===== src/rtl/bsp_pkg.sv =====
package bsp_pkg;

   typedef enum logic [2:0] {
      ST_IDLE,
      ST_SIG,
      ST_TAG,
      ST_LEN,
      ST_SKIP
   } bsp_state_e;

   localparam int unsigned SIG_BYTES = 13;
   localparam logic [7:0]  TAG_FIRST = 8'h61;
   localparam logic [7:0]  TAG_LAST  = 8'h65;
   localparam logic [7:0]  TAG_WIDE  = 8'h65;

   // Signature byte at position i: 00 09, then four 0F F0 pairs, then 00 00 01
   function automatic logic [7:0] sig_byte(input logic [3:0] i);
      logic [7:0] b;
      if (i == 4'd0)
         b = 8'h00;
      else if (i == 4'd1)
         b = 8'h09;
      else if (i <= 4'd9)
         b = i[0] ? 8'hF0 : 8'h0F;
      else if (i == 4'd12)
         b = 8'h01;
      else
         b = 8'h00;
      return b;
   endfunction

endpackage


===== src/rtl/bsp_sig_match.sv =====
module bsp_sig_match
   import bsp_pkg::*;
#(
   parameter int unsigned IDX_W = 4
) (
   input  logic [IDX_W-1:0] idx,
   input  logic [7:0]       byte_in,
   output logic             match,
   output logic             last
);

   if (IDX_W < 4) begin : g_bad_idx
      $error("bsp_sig_match: IDX_W must cover the signature length");
   end

   always_comb begin
      match = (byte_in == sig_byte(idx[3:0]));
      last  = (idx == IDX_W'(SIG_BYTES - 1));
   end

endmodule


===== src/rtl/bsp_budget.sv =====
module bsp_budget #(
   parameter int unsigned LIMIT = 100,
   parameter int unsigned CNT_W = 8
) (
   input  logic             clk,
   input  logic             rst_n,
   input  logic             clear,
   input  logic             inc,
   output logic             exhausted
);

   logic [CNT_W-1:0] cnt;

   if (CNT_W < $clog2(LIMIT + 8)) begin : g_bad_w
      $error("bsp_budget: CNT_W too narrow for LIMIT");
   end

   always_ff @(posedge clk or negedge rst_n) begin
      if (!rst_n)
         cnt <= '0;
      else if (clear)
         cnt <= '0;
      else if (inc)
         cnt <= cnt + 1'b1;
   end

   assign exhausted = (cnt >= CNT_W'(LIMIT));

   // only length bytes may be read past the limit, at most four of them
   a_r8_cnt_bound: assert property (@(posedge clk) disable iff (!rst_n)
      cnt <= CNT_W'(LIMIT + 4));

   // once the limit is reached, no further count without a clear
   a_r8_no_count_when_full: assert property (@(posedge clk) disable iff (!rst_n)
      (cnt > CNT_W'(LIMIT)) && !clear |=> cnt <= CNT_W'(LIMIT + 4));

endmodule


===== src/rtl/bsp_len_acc.sv =====
module bsp_len_acc #(
   parameter int unsigned LEN_W = 32
) (
   input  logic             clk,
   input  logic             rst_n,
   input  logic             clear,
   input  logic             shift,
   input  logic [7:0]       byte_in,
   output logic [LEN_W-1:0] next_val
);

   logic [LEN_W-1:0] acc;

   if (LEN_W < 32) begin : g_bad_len
      $error("bsp_len_acc: LEN_W must hold a four-byte length");
   end

   assign next_val = {acc[LEN_W-9:0], byte_in};

   always_ff @(posedge clk or negedge rst_n) begin
      if (!rst_n)
         acc <= '0;
      else if (clear)
         acc <= '0;
      else if (shift)
         acc <= next_val;
   end

   // each shift brings the new byte into the low end of the value
   a_r3_shift_in: assert property (@(posedge clk) disable iff (!rst_n)
      shift && !clear |=> acc[7:0] == $past(byte_in));

endmodule


===== src/rtl/bsect_parser.sv =====
module bsect_parser
   import bsp_pkg::*;
#(
   parameter int unsigned LEN_W     = 32,
   parameter int unsigned BUDGET    = 100,
   parameter int unsigned SHORT_MAX = 255
) (
   input  logic             clk,
   input  logic             rst_n,
   input  logic             start,
   input  logic [7:0]       want_tag,
   input  logic             in_valid,
   input  logic [7:0]       in_data,
   output logic             in_ready,
   output logic             done,
   output logic             found,
   output logic [LEN_W-1:0] sect_len,
   output logic             err_sig,
   output logic             err_tag,
   output logic             err_len,
   output logic             err_budget
);

   localparam int unsigned IDX_W = $clog2(SIG_BYTES) + 1;
   localparam int unsigned CNT_W = $clog2(BUDGET + 8) + 1;

   if (BUDGET < 1) begin : g_bad_budget
      $error("bsect_parser: BUDGET must be at least 1");
   end
   if (SHORT_MAX >= 65536) begin : g_bad_short
      $error("bsect_parser: SHORT_MAX must fit a two-byte length");
   end

   bsp_state_e       state;
   logic [IDX_W-1:0] sig_idx;
   logic [7:0]       want_q;
   logic [7:0]       tag_q;
   logic [2:0]       len_left;
   logic [LEN_W-1:0] skip_rem;

   logic             accept;
   logic             sig_ok;
   logic             sig_last;
   logic             exhausted;
   logic             budget_clr;
   logic             budget_inc;
   logic             acc_clr;
   logic             acc_shift;
   logic [LEN_W-1:0] len_next;
   logic             tag_known;
   logic             len_too_big;

   bsp_sig_match #(.IDX_W(IDX_W)) u_sig (
      .idx     (sig_idx),
      .byte_in (in_data),
      .match   (sig_ok),
      .last    (sig_last)
   );

   bsp_budget #(.LIMIT(BUDGET), .CNT_W(CNT_W)) u_budget (
      .clk       (clk),
      .rst_n     (rst_n),
      .clear     (budget_clr),
      .inc       (budget_inc),
      .exhausted (exhausted)
   );

   bsp_len_acc #(.LEN_W(LEN_W)) u_len (
      .clk      (clk),
      .rst_n    (rst_n),
      .clear    (acc_clr),
      .shift    (acc_shift),
      .byte_in  (in_data),
      .next_val (len_next)
   );

   always_comb begin
      unique case (state)
         ST_SIG:  in_ready = 1'b1;
         ST_TAG:  in_ready = !exhausted;
         ST_LEN:  in_ready = 1'b1;
         ST_SKIP: in_ready = !exhausted;
         default: in_ready = 1'b0;
      endcase
   end

   assign accept      = in_valid && in_ready;
   assign budget_clr  = (state == ST_IDLE);
   assign budget_inc  = accept && (state != ST_SIG);
   assign acc_clr     = (state == ST_TAG);
   assign acc_shift   = accept && (state == ST_LEN);
   assign tag_known   = (in_data >= TAG_FIRST) && (in_data <= TAG_LAST);
   assign len_too_big = (tag_q != TAG_WIDE) && (len_next > LEN_W'(SHORT_MAX));

   always_ff @(posedge clk or negedge rst_n) begin
      if (!rst_n) begin
         state      <= ST_IDLE;
         sig_idx    <= '0;
         want_q     <= '0;
         tag_q      <= '0;
         len_left   <= '0;
         skip_rem   <= '0;
         done       <= 1'b0;
         found      <= 1'b0;
         sect_len   <= '0;
         err_sig    <= 1'b0;
         err_tag    <= 1'b0;
         err_len    <= 1'b0;
         err_budget <= 1'b0;
      end else begin
         done <= 1'b0;
         unique case (state)
            ST_IDLE: begin
               if (start) begin
                  want_q     <= want_tag;
                  sig_idx    <= '0;
                  found      <= 1'b0;
                  sect_len   <= '0;
                  err_sig    <= 1'b0;
                  err_tag    <= 1'b0;
                  err_len    <= 1'b0;
                  err_budget <= 1'b0;
                  state      <= ST_SIG;
               end
            end
            ST_SIG: begin
               if (accept) begin
                  if (!sig_ok) begin
                     err_sig <= 1'b1;
                     done    <= 1'b1;
                     state   <= ST_IDLE;
                  end else if (sig_last) begin
                     state <= ST_TAG;
                  end else begin
                     sig_idx <= sig_idx + 1'b1;
                  end
               end
            end
            ST_TAG: begin
               if (exhausted) begin
                  err_budget <= 1'b1;
                  done       <= 1'b1;
                  state      <= ST_IDLE;
               end else if (accept) begin
                  if (!tag_known) begin
                     err_tag <= 1'b1;
                     done    <= 1'b1;
                     state   <= ST_IDLE;
                  end else begin
                     tag_q    <= in_data;
                     len_left <= (in_data == TAG_WIDE) ? 3'd4 : 3'd2;
                     state    <= ST_LEN;
                  end
               end
            end
            ST_LEN: begin
               if (accept) begin
                  len_left <= len_left - 1'b1;
                  if (len_left == 3'd1) begin
                     if (len_too_big) begin
                        err_len <= 1'b1;
                        done    <= 1'b1;
                        state   <= ST_IDLE;
                     end else if (tag_q == want_q) begin
                        found    <= 1'b1;
                        sect_len <= len_next;
                        done     <= 1'b1;
                        state    <= ST_IDLE;
                     end else if (len_next == '0) begin
                        state <= ST_TAG;
                     end else begin
                        skip_rem <= len_next;
                        state    <= ST_SKIP;
                     end
                  end
               end
            end
            ST_SKIP: begin
               if (exhausted) begin
                  err_budget <= 1'b1;
                  done       <= 1'b1;
                  state      <= ST_IDLE;
               end else if (accept) begin
                  skip_rem <= skip_rem - 1'b1;
                  if (skip_rem == LEN_W'(1))
                     state <= ST_TAG;
               end
            end
            default: state <= ST_IDLE;
         endcase
      end
   end

   // done lasts one cycle
   a_r9_done_pulse: assert property (@(posedge clk) disable iff (!rst_n)
      done |=> !done);

   // nothing is accepted after a result unless a new search starts
   a_r9_ready_after_done: assert property (@(posedge clk) disable iff (!rst_n)
      done && !start |=> !in_ready);

   // the result is held while idle
   a_r9_len_hold: assert property (@(posedge clk) disable iff (!rst_n)
      (state == ST_IDLE) && !start |=> $stable(sect_len) && $stable(found));

   // at most one outcome flag at a time
   a_r6_one_outcome: assert property (@(posedge clk) disable iff (!rst_n)
      $onehot0({found, err_sig, err_tag, err_len, err_budget}));

   // a found short-form section never reports more than SHORT_MAX
   a_r5_short_bound: assert property (@(posedge clk) disable iff (!rst_n)
      done && found && (tag_q != TAG_WIDE) |-> sect_len <= LEN_W'(SHORT_MAX));

   // the requested letter is fixed during a search
   a_r10_want_stable: assert property (@(posedge clk) disable iff (!rst_n)
      (state != ST_IDLE) |=> $stable(want_q));

endmodule


===== config.mk =====
export PLATFORM = sky130hd
export DESIGN_NAME = bsect_parser
export DESIGN_NICKNAME = d
export VERILOG_FILES = /design/src/rtl/bsp_pkg.sv /design/src/rtl/bsp_sig_match.sv /design/src/rtl/bsp_budget.sv /design/src/rtl/bsp_len_acc.sv /design/src/rtl/bsect_parser.sv
export SDC_FILE = /design/constraint.sdc
export NUM_CORES = 1
export LEC_CHECK = 0
export BUFFER_PORTS_ARGS = -buffer_cell sky130_fd_sc_hd__buf_2
export CORE_MARGIN = 8
export CORE_UTILIZATION = 40
export DETAILED_ROUTE_END_ITERATION = 8
export SLEW_MARGIN = 20
export SYNTH_ARGS = -nofsm -noshare
export SYNTH_HDL_FRONTEND = slang
export SYNTH_HIERARCHICAL = 1
export SYNTH_SLANG_ARGS = --single-unit
export TNS_END_PERCENT = 30

===== constraint.sdc =====
create_clock -name clk -period 2.86 [get_ports clk]
set_input_delay 0.286 -clock clk [delete_from_list [all_inputs] [get_ports clk]]
set_output_delay 0.286 -clock clk [all_outputs]
set_load 0.02 [all_outputs]

==> summary.txt, run 1 <==
Period minus WS final: 2.71 ns
combinational power share: 0.205
worst endpoint required time: 3.13 ns
Die Y: 146 µm
Die Span X: 146 µm
post-synthesis adder-cell area fraction: 0.0129
fin cells: 987
main area contributors after synthesis: dfrtp_1 48%, mux2i_1 4.3%, a22o_1 4.3%
worst r2r path cells: 7
GRT Max-Usage Layer: met2
final hold vios: 0
GR Layer Usage met3: 0.0451
Area Overhead vs Synth: 20.0%
number of H-tree levels: 4
Final Max Slew Viols: 0
R2R setup slack: 0.15 ns
Total Routing Usage GR: 0.187
Unique masters post-synth: 74
VDD IR max: 0.000480 V
mux share of post-synthesis cell area: 0.0645
Clock Tree Root: clkbuf_16
flops & latches, synth: 129
clock-pin slew on the worst setup and hold paths: 0.06 ns
vias in the first global route: 5874
switch share: 0.312
Arrival @ worst endpoint: 2.98 ns
core area: 16600 µm²
cell with the most instances after synthesis: dfrtp_1
Clock Latency Late Sink: 0.43 ns
FF-to-FF End: skip_rem[14]$_DFFE_PN0P_
Warnings, synthesis: 6
CP Capture Point: skip_rem[14]$_DFFE_PN0P_
Clk network pwr share: 0.385
max-cap violations: 0
synthesized cell area: 6770 µm²
First-pass DRT Iterations: 5
RSZ-0062 raised after global routing: false
Initial Util: 0.408
Placed Instances: 954
number of CTS-inserted buffers: 17
initial antenna violation count: 0
n_diodes: 0
Flop pwr share: 0.410
die area: 21300 µm²
DR WL/cell: 19.9 µm
compound-cell area share of the yosys netlist: 0.186
sw power: 0.00182 W
sequential area share after synthesis: 0.477
critical path type: flop to flop
cells after synthesis: 675
Main synth FF type: dfrtp_1
first-pass GRT wire length: 31900 µm
post-synth top area cell: dfrtp_1
ys async rst share: 1.00
port buffer count: 58
Commonest cells post-synth: 129 x dfrtp_1, 67 x nor2_1, 40 x a21oi_1, 36 x nand2_1, 33 x a22o_1
Int Pwr: 0.00402 W
Slew @ Worst Pin: 0.672 ns
Leak: 3.63 nW
met2 GRT Util: 0.304
syn_nets: 702
CP startpoint: u_len/acc[19]$_DFFE_PN0P_
CP Max Fanout: 14
clk buf depth: 2
# rows: 47
Final HPWL DP: 13700 µm
layout cell share with drive strength beyond 1: 0.224
clock tree sinks: 129
Initial DRC Count: 457
status: finished clean
skew final: 0.0121 ns
reg2reg start: u_len/acc[19]$_DFFE_PN0P_
DRC Markers: 0
Final Cycle Share: 0.947
type of the most critical hold path: input port to flop
Power Dens Cells: 719 nW/µm²
routability cong.: 0.897
post-synth top area share: 0.477
synthesized area per cell: 10.0 µm²
GR Overflow Total: 0
EDFF count, synth: 0
largest net degree at the start of global routing: 48
Fillers: 1553
Crit. End Element: flop
via count: 5793
final net count: 781
main combinational cell family by area after synthesis: simple AND/OR/NAND/NOR gates
Vias/cell: 5.87
Synth Area in XOR/XNOR: 0.0207
Routed WL: 19600 µm
CTS tree: built
Post-Synth Simple-Gate Area: 0.189
met1 track demand over resource: 0.232
Max Fclk: 369 MHz
Rel. slew slack: 0.551
I/O pin cnt: 59
antenna-violating nets left: 0
setup TNS: 0 ns
Final setup violation count: 0
startpoint class of the critical path: flop
## how the worst min path moves through the flow
stage | start | end | slack, ns | cells after the start
6_report | want_tag[2] | want_q[2]$_DFFE_PN0P_ | 0.09 | 2
5_1_grt | want_tag[2] | want_q[2]$_DFFE_PN0P_ | 0.08 | 2
4_1_cts | want_tag[2] | want_q[2]$_DFFE_PN0P_ | 0.08 | 2
3_5_place_dp | rst_n | sect_len[18]$_DFFE_PN0P_ | 0.35 | 1
3_3_place_gp | rst_n | found$_DFFE_PN0P_ | 0.36 | 1
2_1_floorplan | rst_n | done$_DFF_PN0_ | -0.01 | 0
## layout make-up
cell class | count | area (µm²) | share of cell area
Sequential cell | 129 | 3230 | 0.398
Clock inverter | 12 | 159 | 0.0196
Timing Repair Buffer | 108 | 708 | 0.0873
Inverter | 16 | 60.1 | 0.00740
Multi-Input combinational cell | 482 | 3230 | 0.398
Clock buffer | 20 | 457 | 0.0563
Tap cell | 220 | 275 | 0.0339
## stage by stage
stage	hold WS [ns]	worst slack [ns]	power [W]	area, µm²	util
CTS	0.0781	0.0715	0.00587	8100	0.489
global placement	0.357	0.173	0.00358	7480	0.451
finish	0.0888	0.151	0.00583	8120	0.489
detailed placement	0.355	0.144	0.00360	7480	0.451
floorplan	-0.00959	0.0541	0.00307	6770	-
global route	0.0825	0.0100	0.00612	8120	0.489
## routing by layer
layer	part of all wire	wire length (µm)	vias to the layer above
met5	0	0	-
met4	0.031	615	0
met3	0.058	1140	47
met2	0.48	9470	234
met1	0.43	8370	2841
li1	-	-	2671
## sequential cells by signal, summed over array words and instances, names as in the netlist, 3 cells and up
name,cells
len_left,3
sect_len,32
sig_idx,5
skip_rem,32
state,3
tag_q,8
u_budget/cnt,8
u_len/acc,24
want_q,8
## cell usage in the layout (no fill, tap or decap), types with 19 or more instances in the layout
master   instances
nand3_1         19
nor4_1          19
dfrtp_1        129
nand2_1         36
nor2_1          66
buf_4           47
o21ai_0         20
a22o_1          33
a21oi_1         40
buf_2           57
mux2i_1         29
nor3_1          31
## power groups by stage
stage	registers, W	clock network (W)	logic, W
2_1_floorplan	0.00233	0	0.000738
3_3_place_gp	0.00240	0	0.00117
3_5_place_dp	0.00241	0	0.00119
4_1_cts	0.00238	0.00229	0.00120
5_1_grt	0.00242	0.00238	0.00132
6_report	0.00239	0.00225	0.00120
## timing repair
| item | CTS | global route |
|---|---|---|
| endpoints found under the setup margin | 0 | 15 |
| gates resized for setup | 0 | 2 |
| hold endpoints to repair | 43 | 0 |
| setup buffers | 0 | 0 |
| hold buffers | 1 | 0 |
## critical path, stage by stage (launching register included)
cell and delay [ns]:
dfrtp_1 0.44, or4_1 0.62, or4_1 0.65, a31oi_4 0.25
buf_4 0.25, buf_4 0.17, nor3_1 0.05, a2bb2oi_1 0.14
## cells by family after synthesis
family,Yosys count
xor+xnor,16
simple gates,239
buf+inv,64
flops,129
mux,42
compound gates,178
fa+ha+maj,7
Power figures use the tool's default switching activity.
==> run 2, diff against run 1 <==
SETUP_SLACK_MARGIN = 0.3   (was unset)
==> summary.txt, run 2 (same netlist as run 1, synthesis figures left out) <==
most frequent cells in the layout: 124 x dfrtp_1, 66 x nor2_1, 58 x buf_2, 58 x buf_4, 38 x a21oi_1 (was 129 x dfrtp_1, 66 x nor2_1, 57 x buf_2)
VDD IR max: 0.000539 V (was 0.000480 V)
Initial DRC Count: 564 (was 457)
Flop pwr share: 0.393 (was 0.410)
Initial Util: 0.408 (unchanged)
n_diodes: 0 (unchanged)
final net count: 793 (was 781)
die area: 21300 µm² (unchanged)
Final setup violation count: 0 (unchanged)
RSZ-0062 raised after global routing: true (was false)
Final Worst Setup Slack: 0.294 ns (was 0.151 ns)
Leak: 3.72 nW (was 3.63 nW)
layout cell share with drive strength beyond 1: 0.270 (was 0.224)
skew final: 0.0120 ns (was 0.0121 ns)
Arrival @ worst endpoint: 2.87 ns (was 2.98 ns)
GR Overflow Total: 0 (unchanged)
Rel. slew slack: 0.605 (was 0.551)
combinational power share: 0.223 (was 0.205)
Clock Tree Root: clkbuf_16 (unchanged)
sw power: 0.00195 W (was 0.00182 W)
Clock Latency Late Sink: 0.43 ns (about the same)
clock-pin slew on the worst setup and hold paths: 0.06 ns (about the same)
Period minus WS final: 2.57 ns (was 2.71 ns)
via count: 5937 (was 5793)
number of H-tree levels: 4 (unchanged)
critical path type: flop to flop (unchanged)
status: finished clean (unchanged)
Final Max Slew Viols: 0 (unchanged)
initial antenna violation count: 0 (unchanged)
clock tree sinks: 129 (unchanged)
type of the most critical hold path: input port to flop (unchanged)
routability cong.: 0.879 (was 0.897)
DRC Markers: 0 (unchanged)
commonest non-fill, non-tap cell in the layout: dfrtp_1 (unchanged)
Top Registers: sect_len: 32 flops, skip_rem: 32 flops, u_len/acc: 24 flops (unchanged)
DR WL/cell: 20.0 µm (was 19.9 µm)
Vias/cell: 5.94 (was 5.87)
Total Routing Usage GR: 0.187 (about the same)
clk buf depth: 2 (unchanged)
Clk network pwr share: 0.384 (was 0.385)
Final HPWL DP: 13600 µm (was 13700 µm)
Slew @ Worst Pin: 0.593 ns (was 0.672 ns)
CP Max Fanout: 5 (was 14)
Routed WL: 19900 µm (was 19600 µm)
final hold vios: 0 (unchanged)
Power Dens Cells: 730 nW/µm² (was 719 nW/µm²)
vias in the first global route: 5955 (was 5874)
setup TNS: 0 ns (unchanged)
Die Y: 146 µm (unchanged)
port buffer count: 58 (unchanged)
number of CTS-inserted buffers: 17 (unchanged)
Die Span X: 146 µm (unchanged)
switch share: 0.320 (was 0.312)
startpoint class of the critical path: flop (unchanged)
CTS tree: built (unchanged)
worst endpoint required time: 3.17 ns (was 3.13 ns)
Final Cycle Share: 0.897 (was 0.947)
first-pass GRT wire length: 32200 µm (was 31900 µm)
Crit. End Element: flop (unchanged)
Area Overhead vs Synth: 23.2% (was 20.0%)
max-cap violations: 0 (unchanged)
Int Pwr: 0.00414 W (was 0.00402 W)
core area: 16600 µm² (unchanged)
antenna-violating nets left: 0 (unchanged)
# rows: 47 (unchanged)
largest net degree at the start of global routing: 55 (was 48)
pre-CTS worst setup slack: 0.117 ns (was 0.144 ns)
First-pass DRT Iterations: 6 (was 5)
I/O pin cnt: 59 (unchanged)
Max Fclk: 390 MHz (was 369 MHz)
run 2: cell count changes in the layout (fill, tap and decap cells not counted), sizes merged:
cell / before / now
bufinv: 3 / 4
clkbuf: 20 / 17
inv: 15 / 17
clkinvlp: 5 / 3
buf: 107 / 119
clkinv: 5 / 7
run 2: path summary, 6_finish.rpt:
kind,start,endpoint,slack [ns],depth (start not counted)
min in group asynchronous,rst_n,found$_DFFE_PN0P_,0.41,2
min,want_tag[4],want_q[4]$_DFFE_PN0P_,0.09,2
max,sig_idx[2]$_DFFE_PN0P_,state[2]$_DFFE_PN0P_,0.29,10
max reg2reg,sig_idx[2]$_DFFE_PN0P_,state[2]$_DFFE_PN0P_,0.29,10
min reg2reg,found$_DFFE_PN0P_,found$_DFFE_PN0P_,0.48,1
max in group asynchronous,rst_n,sig_idx[0]$_DFFE_PN0P_,1.57,3
run 2: per-stage QoR:
step | instances | hold slack (ns) | instance area (µm²) | util | total power [W]
finish | 999 | 0.0879 | 8340 | 0.503 | 0.00609
global route | 999 | 0.0761 | 8340 | 0.503 | 0.00637
CTS | 984 | 0.0720 | 8170 | 0.493 | 0.00607
detailed placement | 950 | 0.329 | 7450 | 0.449 | 0.00365
global placement | 950 | 0.330 | 7450 | 0.449 | 0.00361
floorplan | 675 | -0.00959 | 6780 | - | 0.00309
run 2: layout make-up:
class,count,area (µm²)
clock buffers,17,425
clock inverters,15,209
fillers,1504,8250
inverters,16,60.1
multi-input cells,482,3350
flip-flops and latches,129,3230
well taps,220,275
repair buffers,120,787
run 2: power groups by stage:
stage	combinational, W	clock, W	sequential (W)
global route	0.00148	0.00246	0.00243
finish	0.00136	0.00234	0.00239
CTS	0.00131	0.00238	0.00238
global placement	0.00123	0	0.00238
floorplan	0.000757	0	0.00233
detailed placement	0.00125	0	0.00240
run 2: timing repair:
item	CTS	global route
hold buffers	1	0
setup endpoints to repair	36	29
gates cloned	0	1
buffers inserted	1	14
gates resized for setup	16	13
hold endpoints to repair	42	0
pin swaps	2	7
run 2: critical path, cell delays in order, from the launching register on:
cell and delay (ns):
dfrtp_2 0.43, or3_4 0.41, nand3_2 0.12, mux2i_4 0.25, a2111oi_4 0.06, inv_1 0.09
nor2_1 0.05, or3_1 0.33, a32oi_2 0.25, o31ai_2 0.12, mux2_1 0.34
run 2: routing by layer:
metal	global-route usage	share of wire	routed length (µm)	vias to the layer above
met3	0.0430	0.057	1140	48
met2	0.313	0.50	9880	234
met5	0	0	0	-
met4	0.0809	0.023	458	0
li1	-	-	-	2696
met1	0.227	0.42	8460	2959
